<file path="src/rtl/usb_irq_pkg.sv">
package usb_irq_pkg;

  localparam int DATA_W = 32;
  localparam int ADDR_W = 8;

  // register byte offsets
  localparam logic [ADDR_W-1:0] OFF_REV     = 8'h00;
  localparam logic [ADDR_W-1:0] OFF_CTRL    = 8'h04;
  localparam logic [ADDR_W-1:0] OFF_STAT    = 8'h08;
  localparam logic [ADDR_W-1:0] OFF_RAW     = 8'h20;
  localparam logic [ADDR_W-1:0] OFF_RAW_SET = 8'h24;
  localparam logic [ADDR_W-1:0] OFF_RAW_CLR = 8'h28;
  localparam logic [ADDR_W-1:0] OFF_MSK     = 8'h2C;
  localparam logic [ADDR_W-1:0] OFF_MSK_SET = 8'h30;
  localparam logic [ADDR_W-1:0] OFF_MSK_CLR = 8'h34;
  localparam logic [ADDR_W-1:0] OFF_MASKED  = 8'h38;
  localparam logic [ADDR_W-1:0] OFF_EOI     = 8'h3C;

  // event field placement inside the pending word
  localparam int TX_N     = 5;
  localparam int TX_LSB   = 0;
  localparam int RX_N     = 4;
  localparam int RX_LSB   = 9;
  localparam int CORE_N   = 8;
  localparam int CORE_LSB = 16;
  localparam int VBUS_BIT = 24;

  function automatic logic [DATA_W-1:0] valid_bits();
    logic [DATA_W-1:0] v;
    v = '0;
    for (int i = 0; i < TX_N; i++)   v[TX_LSB + i]   = 1'b1;
    for (int i = 0; i < RX_N; i++)   v[RX_LSB + i]   = 1'b1;
    for (int i = 0; i < CORE_N; i++) v[CORE_LSB + i] = 1'b1;
    v[VBUS_BIT] = 1'b1;
    return v;
  endfunction

  typedef struct packed {
    logic raw_set;
    logic raw_clr;
    logic msk_set;
    logic msk_clr;
    logic eoi;
    logic soft_rst;
  } wr_strobe_t;

endpackage

</file>
<file path="src/rtl/usb_irq_src.sv">
module usb_irq_src #(
  parameter int              W     = 32,
  parameter logic [W-1:0]    VALID = '1
) (
  input  logic         clk,
  input  logic         rst_n,
  input  logic         soft_rst,
  input  logic         set_we,
  input  logic         clr_we,
  input  logic [W-1:0] wdata,
  input  logic [W-1:0] evt,
  output logic [W-1:0] src_q
);

  logic unused_src_bits;
  assign unused_src_bits = ^(wdata & ~VALID) ^ ^(evt & ~VALID);

  for (genvar i = 0; i < W; i++) begin : g_bit
    if (VALID[i]) begin : g_cell
      logic q;
      logic nxt;
      logic ce;

      assign ce = set_we | clr_we | evt[i] | soft_rst;

      always_comb begin
        nxt = q;
        if (set_we && wdata[i]) nxt = 1'b1;
        if (clr_we && wdata[i]) nxt = 1'b0;
        if (evt[i])             nxt = 1'b1;   // hardware event beats a clear
        if (soft_rst)           nxt = 1'b0;
      end

      always_ff @(posedge clk or negedge rst_n) begin
        if (!rst_n)  q <= 1'b0;
        else if (ce) q <= nxt;
      end

      assign src_q[i] = q;
    end else begin : g_none
      assign src_q[i] = 1'b0;
    end
  end

  // an event pulse always leaves its bit pending
  a_r6_event_wins: assert property (@(posedge clk) disable iff (!rst_n)
    !soft_rst |=> ((src_q & $past(evt & VALID)) == $past(evt & VALID)));

  // a clear write with no competing event or set removes the bits
  a_r3_clear_bits: assert property (@(posedge clk) disable iff (!rst_n)
    (clr_we && !soft_rst) |=> ((src_q & $past(wdata & ~evt)) == '0));

  // bits not touched by any write or event keep their value
  a_r3_hold_bits: assert property (@(posedge clk) disable iff (!rst_n)
    (!soft_rst && !set_we && !clr_we && (evt == '0)) |=> $stable(src_q));

  // soft reset empties the pending register
  a_r10_src_cleared: assert property (@(posedge clk) disable iff (!rst_n)
    soft_rst |=> (src_q == '0));

endmodule

</file>
<file path="src/rtl/usb_irq_mask.sv">
module usb_irq_mask #(
  parameter int           W     = 32,
  parameter logic [W-1:0] VALID = '1
) (
  input  logic         clk,
  input  logic         rst_n,
  input  logic         soft_rst,
  input  logic         set_we,
  input  logic         clr_we,
  input  logic [W-1:0] wdata,
  output logic [W-1:0] mask_q
);

  logic [W-1:0] mask_d;
  logic         mask_ce;

  assign mask_ce = set_we | clr_we | soft_rst;

  always_comb begin
    mask_d = mask_q;
    if (set_we) mask_d = mask_d | (wdata & VALID);
    if (clr_we) mask_d = mask_d & ~wdata;
    if (soft_rst) mask_d = '0;
  end

  always_ff @(posedge clk or negedge rst_n) begin
    if (!rst_n)       mask_q <= '0;
    else if (mask_ce) mask_q <= mask_d;
  end

  // set port turns on exactly the written valid bits
  a_r4_mask_set: assert property (@(posedge clk) disable iff (!rst_n)
    (set_we && !soft_rst) |=> ((mask_q & $past(wdata & VALID)) == $past(wdata & VALID)));

  // clear port turns off the written bits
  a_r4_mask_clr: assert property (@(posedge clk) disable iff (!rst_n)
    (clr_we && !soft_rst) |=> ((mask_q & $past(wdata)) == '0));

  // soft reset empties the mask
  a_r10_mask_cleared: assert property (@(posedge clk) disable iff (!rst_n)
    soft_rst |=> (mask_q == '0));

endmodule

</file>
<file path="src/rtl/usb_irq_gate.sv">
module usb_irq_gate (
  input  logic clk,
  input  logic rst_n,
  input  logic soft_rst,
  input  logic eoi_wr,
  input  logic pend,
  output logic irq
);

  logic irq_q, irq_d;
  logic fired_q, fired_d;

  always_comb begin
    irq_d   = irq_q;
    fired_d = fired_q;
    if (soft_rst || eoi_wr) begin
      irq_d   = 1'b0;
      fired_d = 1'b0;
    end else begin
      irq_d   = irq_q ? pend : (pend && !fired_q);
      fired_d = fired_q | irq_q;
    end
  end

  always_ff @(posedge clk or negedge rst_n) begin
    if (!rst_n) begin
      irq_q   <= 1'b0;
      fired_q <= 1'b0;
    end else begin
      irq_q   <= irq_d;
      fired_q <= fired_d;
    end
  end

  assign irq = irq_q;

  // the line is only ever high when something enabled was pending
  a_r7_needs_pend: assert property (@(posedge clk) disable iff (!rst_n)
    irq_q |-> $past(pend));

  // after a drop the line stays low until an end-of-interrupt
  a_r8_held_off: assert property (@(posedge clk) disable iff (!rst_n)
    (fired_q && !irq_q && !eoi_wr && !soft_rst) |=> !irq_q);

  // an end-of-interrupt or soft reset drops the line
  a_r9_eoi_drops: assert property (@(posedge clk) disable iff (!rst_n)
    (eoi_wr || soft_rst) |=> !irq_q);

endmodule

</file>
<file path="src/rtl/usb_irq_wrap.sv">
module usb_irq_wrap #(
  parameter logic [31:0] REVISION = 32'h0002_0A01
) (
  input  logic        clk,
  input  logic        rst_n,
  input  logic        bus_we,
  input  logic [7:0]  bus_addr,
  input  logic [31:0] bus_wdata,
  output logic [31:0] bus_rdata,
  input  logic [4:0]  tx_evt,
  input  logic [3:0]  rx_evt,
  input  logic [7:0]  core_evt,
  input  logic        vbus_evt,
  input  logic        vbus_drive,
  output logic        irq
);
  import usb_irq_pkg::*;

  localparam logic [DATA_W-1:0] VALID = valid_bits();

  // reset: asynchronous assert, synchronous release
  logic [1:0] rst_pipe;
  logic       rst_sync_n;

  always_ff @(posedge clk or negedge rst_n) begin
    if (!rst_n) rst_pipe <= 2'b00;
    else        rst_pipe <= {rst_pipe[0], 1'b1};
  end
  assign rst_sync_n = rst_pipe[1];

  // write decode
  wr_strobe_t stb;

  always_comb begin
    stb          = '0;
    stb.raw_set  = bus_we && (bus_addr == OFF_RAW_SET);
    stb.raw_clr  = bus_we && (bus_addr == OFF_RAW_CLR);
    stb.msk_set  = bus_we && (bus_addr == OFF_MSK_SET);
    stb.msk_clr  = bus_we && (bus_addr == OFF_MSK_CLR);
    stb.eoi      = bus_we && (bus_addr == OFF_EOI);
    stb.soft_rst = bus_we && (bus_addr == OFF_CTRL) && bus_wdata[0];
  end

  // place event lines into the pending word
  logic [DATA_W-1:0] evt_vec;

  always_comb begin
    evt_vec                       = '0;
    evt_vec[TX_LSB +: TX_N]       = tx_evt;
    evt_vec[RX_LSB +: RX_N]       = rx_evt;
    evt_vec[CORE_LSB +: CORE_N]   = core_evt;
    evt_vec[VBUS_BIT]             = vbus_evt;
  end

  logic [DATA_W-1:0] src_q;
  logic [DATA_W-1:0] mask_q;
  logic [DATA_W-1:0] masked;
  logic              pend;

  usb_irq_src #(.W(DATA_W), .VALID(VALID)) i_src (
    .clk      (clk),
    .rst_n    (rst_sync_n),
    .soft_rst (stb.soft_rst),
    .set_we   (stb.raw_set),
    .clr_we   (stb.raw_clr),
    .wdata    (bus_wdata),
    .evt      (evt_vec),
    .src_q    (src_q)
  );

  usb_irq_mask #(.W(DATA_W), .VALID(VALID)) i_mask (
    .clk      (clk),
    .rst_n    (rst_sync_n),
    .soft_rst (stb.soft_rst),
    .set_we   (stb.msk_set),
    .clr_we   (stb.msk_clr),
    .wdata    (bus_wdata),
    .mask_q   (mask_q)
  );

  assign masked = src_q & mask_q;
  assign pend   = |masked;

  usb_irq_gate i_gate (
    .clk      (clk),
    .rst_n    (rst_sync_n),
    .soft_rst (stb.soft_rst),
    .eoi_wr   (stb.eoi),
    .pend     (pend),
    .irq      (irq)
  );

  // read mux
  always_comb begin
    case (bus_addr)
      OFF_REV:                          bus_rdata = REVISION;
      OFF_STAT:                         bus_rdata = {{(DATA_W-1){1'b0}}, vbus_drive};
      OFF_RAW, OFF_RAW_SET, OFF_RAW_CLR: bus_rdata = src_q;
      OFF_MSK, OFF_MSK_SET, OFF_MSK_CLR: bus_rdata = mask_q;
      OFF_MASKED:                       bus_rdata = masked;
      default:                          bus_rdata = '0;
    endcase
  end

  // the revision value is never zero
  a_r1_rev_nonzero: assert property (@(posedge clk) disable iff (!rst_sync_n)
    (bus_addr == OFF_REV) |-> (bus_rdata != '0));

  // nonexistent pending bits never appear
  a_r5_no_ghost_bits: assert property (@(posedge clk) disable iff (!rst_sync_n)
    (src_q & ~VALID) == '0);

endmodule

</file>
<file path="config.mk">
export PLATFORM = sky130hd
export DESIGN_NAME = usb_irq_wrap
export DESIGN_NICKNAME = d
export VERILOG_FILES = /design/src/rtl/usb_irq_pkg.sv /design/src/rtl/usb_irq_src.sv /design/src/rtl/usb_irq_mask.sv /design/src/rtl/usb_irq_gate.sv /design/src/rtl/usb_irq_wrap.sv
export SDC_FILE = /design/constraint.sdc
export NUM_CORES = 1
export LEC_CHECK = 0
export ABC_CLOCK_PERIOD_IN_PS = 1940
export BUFFER_PORTS_ARGS = -buffer_cell sky130_fd_sc_hd__buf_2
export CAP_MARGIN = 20
export CORE_MARGIN = 10
export CORE_UTILIZATION = 51
export CTS_CLUSTER_DIAMETER = 150
export DETAILED_ROUTE_END_ITERATION = 7
export PLACE_DENSITY = 0.88
export SLEW_MARGIN = 25
export SYNTH_ARGS = -nofsm -noshare
export SYNTH_HDL_FRONTEND = slang
export SYNTH_SLANG_ARGS = --single-unit
</file>
<file path="constraint.sdc">
create_clock -name clk -period 1.94 [get_ports clk]
set_input_delay 0.194 -clock clk [delete_from_list [all_inputs] [get_ports clk]]
set_output_delay 0.194 -clock clk [all_outputs]
set_load 0.01 [all_outputs]
</file>
==> flow_summary.json <==
{
  "dieHeight_microns": 95.2,
  "die_area_sq_um": 9060,
  "fin_crit_sh_pct": 95.1,
  "drv_slew": 0,
  "endpoint": "bus_rdata[21]",
  "grt.overflow.total": 0,
  "drtAntennaViolNets": 0,
  "gp_congestion": 0.905,
  "crit_arrival_ns": 1.65,
  "drt_iter0_markers": 233,
  "htreeDepth": 2,
  "layout.nets": 457,
  "clock-sinks": 54,
  "cts_tree": "done",
  "vdd_drop_max_v": 0.000402,
  "routed_wl_microns": 8410,
  "rr_worst_depth": 5,
  "syn_inst": 292,
  "tns_ns": 0,
  "clock_path_buffers": 2,
  "grtUsageTotal_pct": 19.4,
  "fp.dieW_microns": 95.2,
  "required_ns": 1.75,
  "rsz0062_at_grt": "no",
  "placed_cell_area_sq_um": 3540,
  "worst_clock_skew_ns": 0.0125,
  "fin_area_sq_um": 3670,
  "synth_area_sq_um": 2880,
  "start_kind": "primary input",
  "synthMuxAreaShare_pct": 0.738,
  "max_freq_ghz": 0.542,
  "finalHoldViolCount": 0,
  "synth_flop_cell": "dfrtp_1",
  "maxCapViolCount": 0,
  "synth_top_family_by_area": "compound AO/OA/AOI/OAI gates",
  "grt_antenna_before_repair": 2,
  "synth_xor_area_share_pct": 0,
  "port_buffers": 94,
  "ys_seq_elements": 54,
  "start_util_pct": 52.4,
  "grt_max_degree": 33,
  "maxSlewHeadroom_pct": 59.8,
  "area_growth_pct": 27.2,
  "fin_crit_ns": 1.85,
  "async_flop_share_pct": 100,
  "critPathMaxFanout": 18,
  "clock_latency_ns": 0.31,
  "grt_pass1_wl_microns": 14100,
  "whs_ns": 0.0351,
  "drc": 0,
  "synth_compound_gate_area_share_pct": 34.5,
  "synth_simple_gate_area_share_pct": 13.4,
  "worst-r2r-setup-slack_ns": 0.48,
  "powerDensity_nw_per_um2": 593,
  "dpl.hpwl_microns": 6330,
  "rows": 27,
  "setup_viol": 0,
  "grt_pass1_vias": 2847,
  "ys_warn_count": 0,
  "worst_pin_slew_ns": 0.603,
  "rr_startpoint": "i_src.g_bit[19].g_cell.q",
  "cts_buffers": 5,
  "outcome": "finished clean",
  "dr.pass1.iters": 4,
  "end_kind": "primary output",
  "synth_fp_nets": 354,
  "cts_root_buffer": "clkbuf_8",
  "crit_start": "bus_addr[4]",
  "dr_total_vias": 2733,
  "r2r_end": "i_gate.irq",
  "power_uw": 2170,
  "finish.utilization_pct": 66.6,
  "routedWlPerCell_microns": 17.9,
  "pin_count": 95,
  "avgSynthCellArea_sq_um": 9.88,
  "synth-seq-area-share_pct": 46.9,
  "synth_edf_count": 0,
  "hold_path.class": "in2reg",
  "p_leak_uw": 0.00183,
  "fp.coreArea_sq_um": 5510,
  "ys_types": 38,
  "vias_per_cell": 5.83,
  "drive_gt1_share_pct": 33.3,
  "critical_path_class": "in2out",
  "synth_fa_ha_area_share_pct": 0,
  "clkSlewWorstSetupHoldPaths_ns": 0.10
}
==> worst min path at each step <==
stage	from	end	cells past startpoint
floorplan	rst_n	rst_pipe[0]	0
global placement	rst_n	rst_pipe[0]	1
detailed placement	rst_n	rst_pipe[0]	1
CTS	bus_wdata[26]	i_mask.mask_q[26]	2
global route	bus_wdata[29]	i_mask.mask_q[29]	2
finish	bus_wdata[26]	i_mask.mask_q[26]	2
==> cell type report <==
type	instances	area (sq um)
clock inverter	2	37.5
clock buffer	6	72.6
antenna	1	2.50
tap	72	90.1
timing repair buffer	116	688
multi-input combinational	215	1410
sequential	54	1350
inverter	3	11.3
fill	460	1840
==> repair_timing <==
action | in CTS | in global routing
hold buffers | 1 | 0
buffers inserted | 0 | 0
resized for setup | 0 | 1
endpoints found under the setup margin | 0 | 3
hold endpoints to repair | 2 | 0
==> metrics by stage <==
| stage | worst slack [ns] | std cells |
|---|---|---|
| after floorplan | 0.161 | 292 |
| after global placement | 0.117 | 459 |
| after detailed placement | 0.0783 | 459 |
| after CTS | 0.104 | 468 |
| after global routing | 0.0359 | 469 |
| final | 0.0947 | 469 |
==> synth_stat cells (2+ instances only) <==
cell / count / area (sq um)
o21a_1: 17 / 128
nor4b_4: 2 / 47.6
a21oi_1: 68 / 340
clkbuf_1: 5 / 18.8
nor4_4: 2 / 42.5
a21o_1: 18 / 135
a221oi_1: 2 / 17.5
a22oi_1: 5 / 37.5
nand2_1: 20 / 75.1
inv_1: 3 / 11.3
a221o_1: 4 / 40.0
buf_6: 2 / 22.5
nand3_1: 2 / 10.0
buf_2: 10 / 50.1
a211oi_1: 17 / 128
a22o_1: 16 / 140
dfrtp_1: 54 / 1350
buf_4: 3 / 22.5
nor4_1: 2 / 12.5
and2_1: 15 / 93.8
nor2_1: 8 / 30.0
==> per-layer routing <==
layer	track usage, %	part of all wire [%]	vias up
li1	-	-	1308
met1	23.8	39	1295
met2	30.3	47	117
met3	9.11	12	11
met4	4.99	1.0	2
met5	0	0.15	-
==> registers in the layout (all words and copies together) (netlist names) <==
signal / flops
i_src.g_bit.g_cell.q: 18
i_mask.mask_q: 32
i_gate.irq: 1
i_gate.fired_q: 1
rst_pipe: 2
==> critical path: stages <==
cell	delay [ns]
buf_2	0.14
or4b_4	0.59
nor2_1	0.23
buf_12	0.19
a22o_1	0.16
buf_2	0.14
==> where the power goes <==
part | total [uW] | switching, uW | internal (uW)
Combinational | 234 | 120 | 114
Sequential | 1190 | 35.7 | 1160
Clock | 748 | 362 | 386
==> cells in the final DEF (no fill, tap or decap), types with 2 or more instances in the layout <==
cell / n
buf_12: 4
o21a_1: 17
nand3_1: 2
nor4_4: 2
clkbuf_8: 5
a21oi_1: 68
a221o_1: 4
a211oi_1: 17
buf_2: 94
a22o_1: 16
nor2_2: 2
nor4b_4: 2
nand2_1: 20
buf_4: 17
a21o_1: 18
a221oi_1: 2
nor2_1: 6
inv_1: 3
dfrtp_1: 53
and2_1: 15
a22oi_1: 5
nor4_1: 2
==> logic make-up after synthesis <==
family / after synthesis
and+or+nand+nor: 61
DFF: 54
other: 1
muxes: 2
AOI/OAI and AO/OA: 151
buffers and inverters: 23
Note: power is estimated with default switching activity, not from simulation.
